$ cat config.mk
export PLATFORM = sky130hd
export DESIGN_NAME = eeprom_page_commit
export DESIGN_NICKNAME = d
export VERILOG_FILES = /design/src/rtl/epc_pkg.sv /design/src/rtl/epc_pointer.sv /design/src/rtl/epc_page_buf.sv /design/src/rtl/epc_timer.sv /design/src/rtl/epc_array.sv /design/src/rtl/eeprom_page_commit.sv
export SDC_FILE = /design/constraint.sdc
export NUM_CORES = 2
export LEC_CHECK = 0
export CAP_MARGIN = 25
export CELL_PAD_IN_SITES_DETAIL_PLACEMENT = 1
export CELL_PAD_IN_SITES_GLOBAL_PLACEMENT = 1
export CORE_ASPECT_RATIO = 0.9
export CORE_MARGIN = 2
export CORE_UTILIZATION = 40
export CTS_BUF_LIST = sky130_fd_sc_hd__clkbuf_16
export DETAILED_ROUTE_END_ITERATION = 10
export DONT_BUFFER_PORTS = 1
export PLACE_DENSITY_LB_ADDON = 0.1
export SLEW_MARGIN = 5
export SYNTH_ARGS = -nofsm -noshare
export SYNTH_HDL_FRONTEND = slang
export SYNTH_SLANG_ARGS = --single-unit
$ cat constraint.sdc
create_clock -name clk_i -period 3.5 [get_ports clk_i]
set_input_delay 0.525 -clock clk_i [delete_from_list [all_inputs] [get_ports clk_i]]
set_output_delay 0.525 -clock clk_i [all_outputs]
set_load 0.005 [all_outputs]
$ cat src/rtl/epc_pkg.sv
package epc_pkg;
  localparam int unsigned BYTE_W = 8;
  typedef logic [BYTE_W-1:0] byte_t;
  typedef enum logic [2:0] {
    OP_IDLE,
    OP_ABORT,
    OP_ADDR,
    OP_STOP,
    OP_DATA
  } epc_op_e;
endpackage

$ cat src/rtl/epc_pointer.sv
module epc_pointer #(
  parameter int unsigned ADDR_W = 8,
  parameter int unsigned LOW_W  = 4
) (
  input  logic              clk_i,
  input  logic              rst_ni,
  input  logic              load_i,
  input  logic [ADDR_W-1:0] load_addr_i,
  input  logic              step_i,
  output logic [ADDR_W-1:0] ptr_o
);
  logic [ADDR_W-1:0] ptr_q;

  always_ff @(posedge clk_i or negedge rst_ni) begin
    if (!rst_ni) begin
      ptr_q <= '0;
    end else if (load_i) begin
      ptr_q <= load_addr_i;
    end else if (step_i) begin
      ptr_q[LOW_W-1:0] <= ptr_q[LOW_W-1:0] + LOW_W'(1);
    end
  end

  assign ptr_o = ptr_q;


  page_fixed_chk: assert property (@(posedge clk_i) disable iff (!rst_ni)
    (step_i && !load_i) |=> (ptr_o[ADDR_W-1:LOW_W] == $past(ptr_o[ADDR_W-1:LOW_W])));

  low_wrap_chk: assert property (@(posedge clk_i) disable iff (!rst_ni)
    (step_i && !load_i && (&ptr_o[LOW_W-1:0])) |=> (ptr_o[LOW_W-1:0] == '0));
endmodule

$ cat src/rtl/epc_page_buf.sv
module epc_page_buf
  import epc_pkg::*;
#(
  parameter int unsigned PAGE_BYTES = 16,
  parameter int unsigned LOW_W      = 4
) (
  input  logic                       clk_i,
  input  logic                       rst_ni,
  input  logic                       clear_i,
  input  logic                       wr_i,
  input  logic [LOW_W-1:0]           idx_i,
  input  byte_t                      data_i,
  output logic [PAGE_BYTES-1:0][7:0] buf_o,
  output logic [PAGE_BYTES-1:0]      mask_o
);
  for (genvar g = 0; g < PAGE_BYTES; g++) begin : g_slot
    logic  hit;
    byte_t slot_q;
    logic  vld_q;
    assign hit = wr_i && (idx_i == LOW_W'(g));

    always_ff @(posedge clk_i or negedge rst_ni) begin
      if (!rst_ni) begin
        slot_q <= '0;
        vld_q  <= 1'b0;
      end else if (clear_i) begin
        vld_q  <= 1'b0;
      end else if (hit) begin
        slot_q <= data_i;
        vld_q  <= 1'b1;
      end
    end

    assign buf_o[g]  = slot_q;
    assign mask_o[g] = vld_q;
  end


  slot_written_chk: assert property (@(posedge clk_i) disable iff (!rst_ni)
    (wr_i && !clear_i) |=> (buf_o[$past(idx_i)] == $past(data_i)) && mask_o[$past(idx_i)]);
endmodule

$ cat src/rtl/epc_timer.sv
module epc_timer #(
  parameter int unsigned CYCLES = 20,
  localparam int unsigned CNT_W = $clog2(CYCLES + 1)
) (
  input  logic clk_i,
  input  logic rst_ni,
  input  logic start_i,
  output logic busy_o,
  output logic done_o
);
  logic [CNT_W-1:0] cnt_q;
  logic             busy_q;

  assign done_o = busy_q && (cnt_q == CNT_W'(1));

  always_ff @(posedge clk_i or negedge rst_ni) begin
    if (!rst_ni) begin
      cnt_q  <= '0;
      busy_q <= 1'b0;
    end else if (start_i) begin
      cnt_q  <= CNT_W'(CYCLES);
      busy_q <= 1'b1;
    end else if (done_o) begin
      cnt_q  <= '0;
      busy_q <= 1'b0;
    end else if (busy_q) begin
      cnt_q  <= cnt_q - CNT_W'(1);
    end
  end

  assign busy_o = busy_q;


  no_restart_chk: assert property (@(posedge clk_i) disable iff (!rst_ni)
    start_i |-> !busy_o);

  busy_rise_chk: assert property (@(posedge clk_i) disable iff (!rst_ni)
    start_i |=> busy_o);

  busy_end_chk: assert property (@(posedge clk_i) disable iff (!rst_ni)
    done_o |=> !busy_o);
endmodule

$ cat src/rtl/epc_array.sv
module epc_array
  import epc_pkg::*;
#(
  parameter int unsigned ADDR_W     = 8,
  parameter int unsigned PAGE_BYTES = 16,
  parameter int unsigned LOW_W      = 4,
  localparam int unsigned DEPTH     = 2 ** ADDR_W
) (
  input  logic                       clk_i,
  input  logic                       rst_ni,
  input  logic                       commit_i,
  input  logic [ADDR_W-LOW_W-1:0]    page_i,
  input  logic [PAGE_BYTES-1:0][7:0] buf_i,
  input  logic [PAGE_BYTES-1:0]      mask_i,
  input  logic [ADDR_W-1:0]          peek_addr_i,
  output byte_t                      peek_data_o
);
  byte_t mem_q [DEPTH];

  always_ff @(posedge clk_i or negedge rst_ni) begin
    if (!rst_ni) begin
      for (int a = 0; a < DEPTH; a++) mem_q[a] <= 8'hFF;
    end else if (commit_i) begin
      for (int i = 0; i < PAGE_BYTES; i++) begin
        if (mask_i[i]) mem_q[{page_i, LOW_W'(i)}] <= buf_i[i];
      end
    end
  end

  assign peek_data_o = mem_q[peek_addr_i];


  array_hold_chk: assert property (@(posedge clk_i) disable iff (!rst_ni)
    (!commit_i ##1 $stable(peek_addr_i)) |-> $stable(peek_data_o));
endmodule

$ cat src/rtl/eeprom_page_commit.sv
module eeprom_page_commit
  import epc_pkg::*;
#(
  parameter int unsigned ADDR_W       = 8,
  parameter int unsigned PAGE_BYTES   = 16,
  parameter int unsigned WRITE_CYCLES = 20,
  localparam int unsigned LOW_W       = $clog2(PAGE_BYTES)
) (
  input  logic              clk_i,
  input  logic              rst_ni,
  input  logic              addr_strobe_i,
  input  logic [ADDR_W-1:0] addr_i,
  input  logic              data_strobe_i,
  input  logic [7:0]        data_i,
  input  logic              stop_i,
  input  logic              abort_i,
  output logic              busy_o,
  output logic [ADDR_W-1:0] ptr_o,
  input  logic [ADDR_W-1:0] peek_addr_i,
  output logic [7:0]        peek_data_o
);
  epc_op_e                     op;
  logic                        aborted_q;
  logic                        start, done, buf_clear, any_rx;
  logic [PAGE_BYTES-1:0][7:0]  page_buf;
  logic [PAGE_BYTES-1:0]       page_mask;

  always_comb begin
    op = OP_IDLE;
    if (!busy_o) begin
      if (abort_i)                         op = OP_ABORT;
      else if (addr_strobe_i)              op = OP_ADDR;
      else if (stop_i)                     op = OP_STOP;
      else if (data_strobe_i && !aborted_q) op = OP_DATA;
    end
  end

  assign any_rx    = |page_mask;
  assign start     = (op == OP_STOP) && any_rx && !aborted_q;
  assign buf_clear = (op == OP_ABORT) || (op == OP_ADDR) || ((op == OP_STOP) && !start) || done;

  always_ff @(posedge clk_i or negedge rst_ni) begin
    if (!rst_ni)                             aborted_q <= 1'b0;
    else if (op == OP_ABORT)                 aborted_q <= 1'b1;
    else if (op == OP_ADDR || op == OP_STOP) aborted_q <= 1'b0;
  end

  epc_pointer #(.ADDR_W(ADDR_W), .LOW_W(LOW_W)) u_ptr (
    .clk_i, .rst_ni,
    .load_i      (op == OP_ADDR),
    .load_addr_i (addr_i),
    .step_i      (op == OP_DATA),
    .ptr_o       (ptr_o)
  );

  epc_page_buf #(.PAGE_BYTES(PAGE_BYTES), .LOW_W(LOW_W)) u_buf (
    .clk_i, .rst_ni,
    .clear_i (buf_clear),
    .wr_i    (op == OP_DATA),
    .idx_i   (ptr_o[LOW_W-1:0]),
    .data_i  (data_i),
    .buf_o   (page_buf),
    .mask_o  (page_mask)
  );

  epc_timer #(.CYCLES(WRITE_CYCLES)) u_tmr (
    .clk_i, .rst_ni,
    .start_i (start),
    .busy_o  (busy_o),
    .done_o  (done)
  );

  epc_array #(.ADDR_W(ADDR_W), .PAGE_BYTES(PAGE_BYTES), .LOW_W(LOW_W)) u_mem (
    .clk_i, .rst_ni,
    .commit_i    (done),
    .page_i      (ptr_o[ADDR_W-1:LOW_W]),
    .buf_i       (page_buf),
    .mask_i      (page_mask),
    .peek_addr_i (peek_addr_i),
    .peek_data_o (peek_data_o)
  );


  busy_ptr_hold_chk: assert property (@(posedge clk_i) disable iff (!rst_ni)
    busy_o |=> $stable(ptr_o));

  empty_stop_chk: assert property (@(posedge clk_i) disable iff (!rst_ni)
    (!busy_o && stop_i && !abort_i && !addr_strobe_i && !any_rx) |=> !busy_o);

  abort_no_start_chk: assert property (@(posedge clk_i) disable iff (!rst_ni)
    (!busy_o && abort_i) |=> (!busy_o && !any_rx));

  addr_load_chk: assert property (@(posedge clk_i) disable iff (!rst_ni)
    (!busy_o && addr_strobe_i && !abort_i) |=> (ptr_o == $past(addr_i)) && !any_rx);
endmodule

==> impl_metrics.ini <==
[run_status]
status = finished, violations left
violations = max-slew violations, negative setup slack

[global_route]
grt_antenna_before_repair = 60
overflow = 0
use_met3_pct = 6.70
use_met2_pct = 45.5
grt_pass1_vias = 65400
grt_pass1_wl_microns = 550000
grt_use_total_pct = 30.8
busiest_layer = met2
grtUsageMet1_pct = 44.7
grt_max_degree = 516

[drt]
drcViolationCount = 0
via_per_inst = 6.14
wl_per_cell_microns = 39.8
first_pass_iters = 5
antenna_left = 0
postRouteWirelength_microns = 410000
drtIter0Drc = 6127
vias = 63300

[pwr]
swShare_pct = 25.9
pwr-share-clk_pct = 45.5
power_density_nw_per_um2 = 468
leakage_nw = 48.0
p_int_mw = 40.6
pwr-share-seq_pct = 48.4
p_sw_mw = 14.2
vdd.ir_drop.worst_uv = 449
combPwrFrac_pct = 6.1

[setup_path]
required_ns = 2.97
crit_type = primary input to output pin
start_kind = primary input
r2r_start = u_tmr.busy_o
r2r_cells = 5
arrival_ns = 4.06
crit_path_max_fanout = 515
r2r_slack_ns = 0.43
endpoint_kind = output pin
r2r-end = u_buf.g_slot[3].slot_q[5]

[timing]
rsz0062_at_grt = yes
final-setup-viol-count = 8
post-route-period-util_pct = 131
hold_viol_final = 0
worstMarginPinSlew_ns = 2.09
fin_crit_ns = 4.58
relSlewSlack_pct = -39.4
fin_worst_skew_ns = 0.0673
holdWs_ns = 0.0253
setup_tns_ns = -7.36
clock.fmax_mhz = 218
layout_setup_ws_ns = -1.08
slew_viol_final = 485

[job]
drv_cap = 0

[place]
dp_hpwl_microns = 253000
gp_congestion = 1.09
place_ws_ns = -1.33
dp_cells = 9750
io_buffers = 0

[floorplanning]
die_w_microns = 535
die_h_microns = 482
row_count = 175
dieArea_sq_um = 258000
core-area_sq_um = 253000
start_util_pct = 40.2
boundaryPins = 47

[clock_network]
cts_tree = built
cts_htree_levels = 4
cts-root-buf = clkbuf_16
insertion_delay_ns = 0.93
cts_buffers = 248
clk_pin_slew_worst_paths_ns = 0.06
numClockSinks = 2207
cts_buffer_depth = 4

[synthesis]
synth_seq_cells = 2207
async_flop_share_pct = 100
ys_seq_area_share_pct = 56.9
syn-num-nets = 6454
synth_cell_type_count = 57
yosys_warnings = 0
synth_enable_flop_cells = 0
synth_area_per_cell_sq_um = 15.8
netlist_instances = 6418
synth_flop_cell = dfstp_2
netlist_area_sq_um = 102000

[final_layout]
multi_input_area_sq_um = 42800
layout-drive-gt1-share_pct = 81.0
area_delta_synth_final_pct = 15.5
fillers = 24200
seqCellArea_sq_um = 57800
utilization_pct = 46.4
nets = 6747
stdcell_count = 10300

[min_path]
hp-class = primary input to asynchronous set/reset pin
==> critical path, cell delays in order <==
cell and delay, ns:
mux2i_1 0.86, o221ai_1 0.21, buf_4 0.19, a21oi_1 0.22, o21ai_1 0.17, buf_4 0.17
nor3_2 0.40, nor4_4 0.14, buf_4 0.18
==> per-stage QoR <==
step	cell area [sq um]	total power [mW]
floorplan	102000	27.7
global placement	107000	29.6
detailed placement	108000	29.6
CTS	116000	54.9
global route	117000	56.5
finish	117000	54.9
==> layer usage <==
| layer | wire, microns | part of all wire [%] |
|---|---|---|
| met1 | 185000 | 45 |
| met3 | 30300 | 7.4 |
| met5 | 0 | 0 |
| met4 | 15900 | 3.9 |
| met2 | 178000 | 44 |
==> cells by family after synthesis <==
kind of cell | count (synthesis) | synth area share, %
XOR/XNOR | 5 | 0.0431
flip-flops | 2207 | 56.9
buffers and inverters | 413 | 2.03
multiplexers | 2808 | 35.2
adder cells (fa/ha/maj) | 6 | 0.0739
AND/OR/NAND/NOR | 515 | 2.52
AO/OA/AOI/OAI | 464 | 3.19
==> Yosys cell counts (3+ instances only) <==
library cell / instances / area (sq um)
mux2_2: 2134 / 24000
dfstp_2: 2048 / 53800
mux4_2: 397 / 8940
mux2i_1: 230 / 2300
clkbuf_1: 216 / 811
nand2_1: 216 / 811
dfrtp_1: 159 / 3980
a22oi_1: 126 / 946
buf_2: 103 / 515
a21oi_1: 90 / 450
nand2_2: 71 / 444
o22ai_1: 54 / 338
mux2_1: 47 / 529
o221ai_1: 47 / 412
buf_4: 43 / 323
o21ai_0: 41 / 205
nor2_1: 33 / 124
nor3_1: 33 / 165
nand3_1: 31 / 155
a221oi_1: 30 / 263
nor4_1: 30 / 188
and2_1: 25 / 156
nand2b_1: 21 / 131
buf_6: 20 / 225
a22o_1: 19 / 166
nand4_1: 17 / 106
a21bo_2: 16 / 160
buf_1: 16 / 60.1
o211ai_1: 14 / 105
a211oi_1: 10 / 75.1
a31oi_1: 8 / 50.1
nor2b_1: 8 / 50.1
and3_1: 7 / 43.8
inv_1: 7 / 26.3
or3_1: 7 / 43.8
ha_1: 6 / 75.1
buf_8: 5 / 75.1
or2_2: 4 / 25.0
and3b_1: 3 / 26.3
nor3_2: 3 / 30.0
xnor2_1: 3 / 26.3
==> placed cells by master, fill, tap and decap left out, drive strengths merged, types with 10 or more instances in the layout <==
cell type,instances
nor2,33
mux2,2181
inv,62
dlygate4sd3,38
a221oi,30
diode,33
nor3,36
nand2b,21
o211ai,14
nand4,17
and2,26
bufinv,14
a21oi,90
dfstp,2048
a211oi,10
o21ai,42
mux2i,230
nand3,31
nor4,32
o22ai,54
nand2,287
a22o,19
a21bo,16
clkinv,128
mux4,397
clkbuf,265
o221ai,47
buf,395
a22oi,126
dfrtp,159
==> sequential cells by signal, summed over array words and instances, names as in the netlist <==
signal               flops
u_ptr.ptr_o              8
aborted_q                1
u_tmr.cnt_q              5
u_buf.g_slot.vld_q      16
u_buf.g_slot.slot_q    128
u_tmr.busy_o             1
u_mem.mem_q           2048
==> how the worst max path moves through the flow <==
stage	start	end	slack [ns]	cells after the start
after floorplan	peek_addr_i[0]	peek_data_o[2]	0.72	8
after global placement	peek_addr_i[0]	peek_data_o[6]	-1.53	9
after detailed placement	peek_addr_i[0]	peek_data_o[6]	-1.33	9
after CTS	u_mem.mem_q[318]	peek_data_o[6]	-0.52	9
after global routing	u_mem.mem_q[1574]	peek_data_o[6]	-0.72	9
final	peek_addr_i[1]	peek_data_o[2]	-1.08	9
==> repair_timing <==
action,CTS,global route
gates resized for setup,127,41
pin swaps,48,22
hold buffers,48,0
setup endpoints to repair,8,407
cloned,0,22
hold endpoints to repair,270,0
setup buffers,0,3
==> final cells by class <==
cell class,instances,area share [%]
antenna,33,0.0704
clock buffer,250,5.33
clock inverter,204,1.09
inverter,8,0.0256
multi-input combinational,3798,36.5
sequential,2207,49.3
tap,3363,3.59
timing repair buffer,448,4.11
==> power by group through the flow <==
stage	combinational, mW	sequential (mW)	clock [mW]
4_1_cts	2.96	26.5	25.4
5_1_grt	3.48	26.5	26.4
3_3_place_gp	2.63	26.9	0
2_1_floorplan	1.38	26.3	0
6_report	3.36	26.6	24.9
3_5_place_dp	2.73	26.9	0
Note: power is estimated with default switching activity, not from simulation.
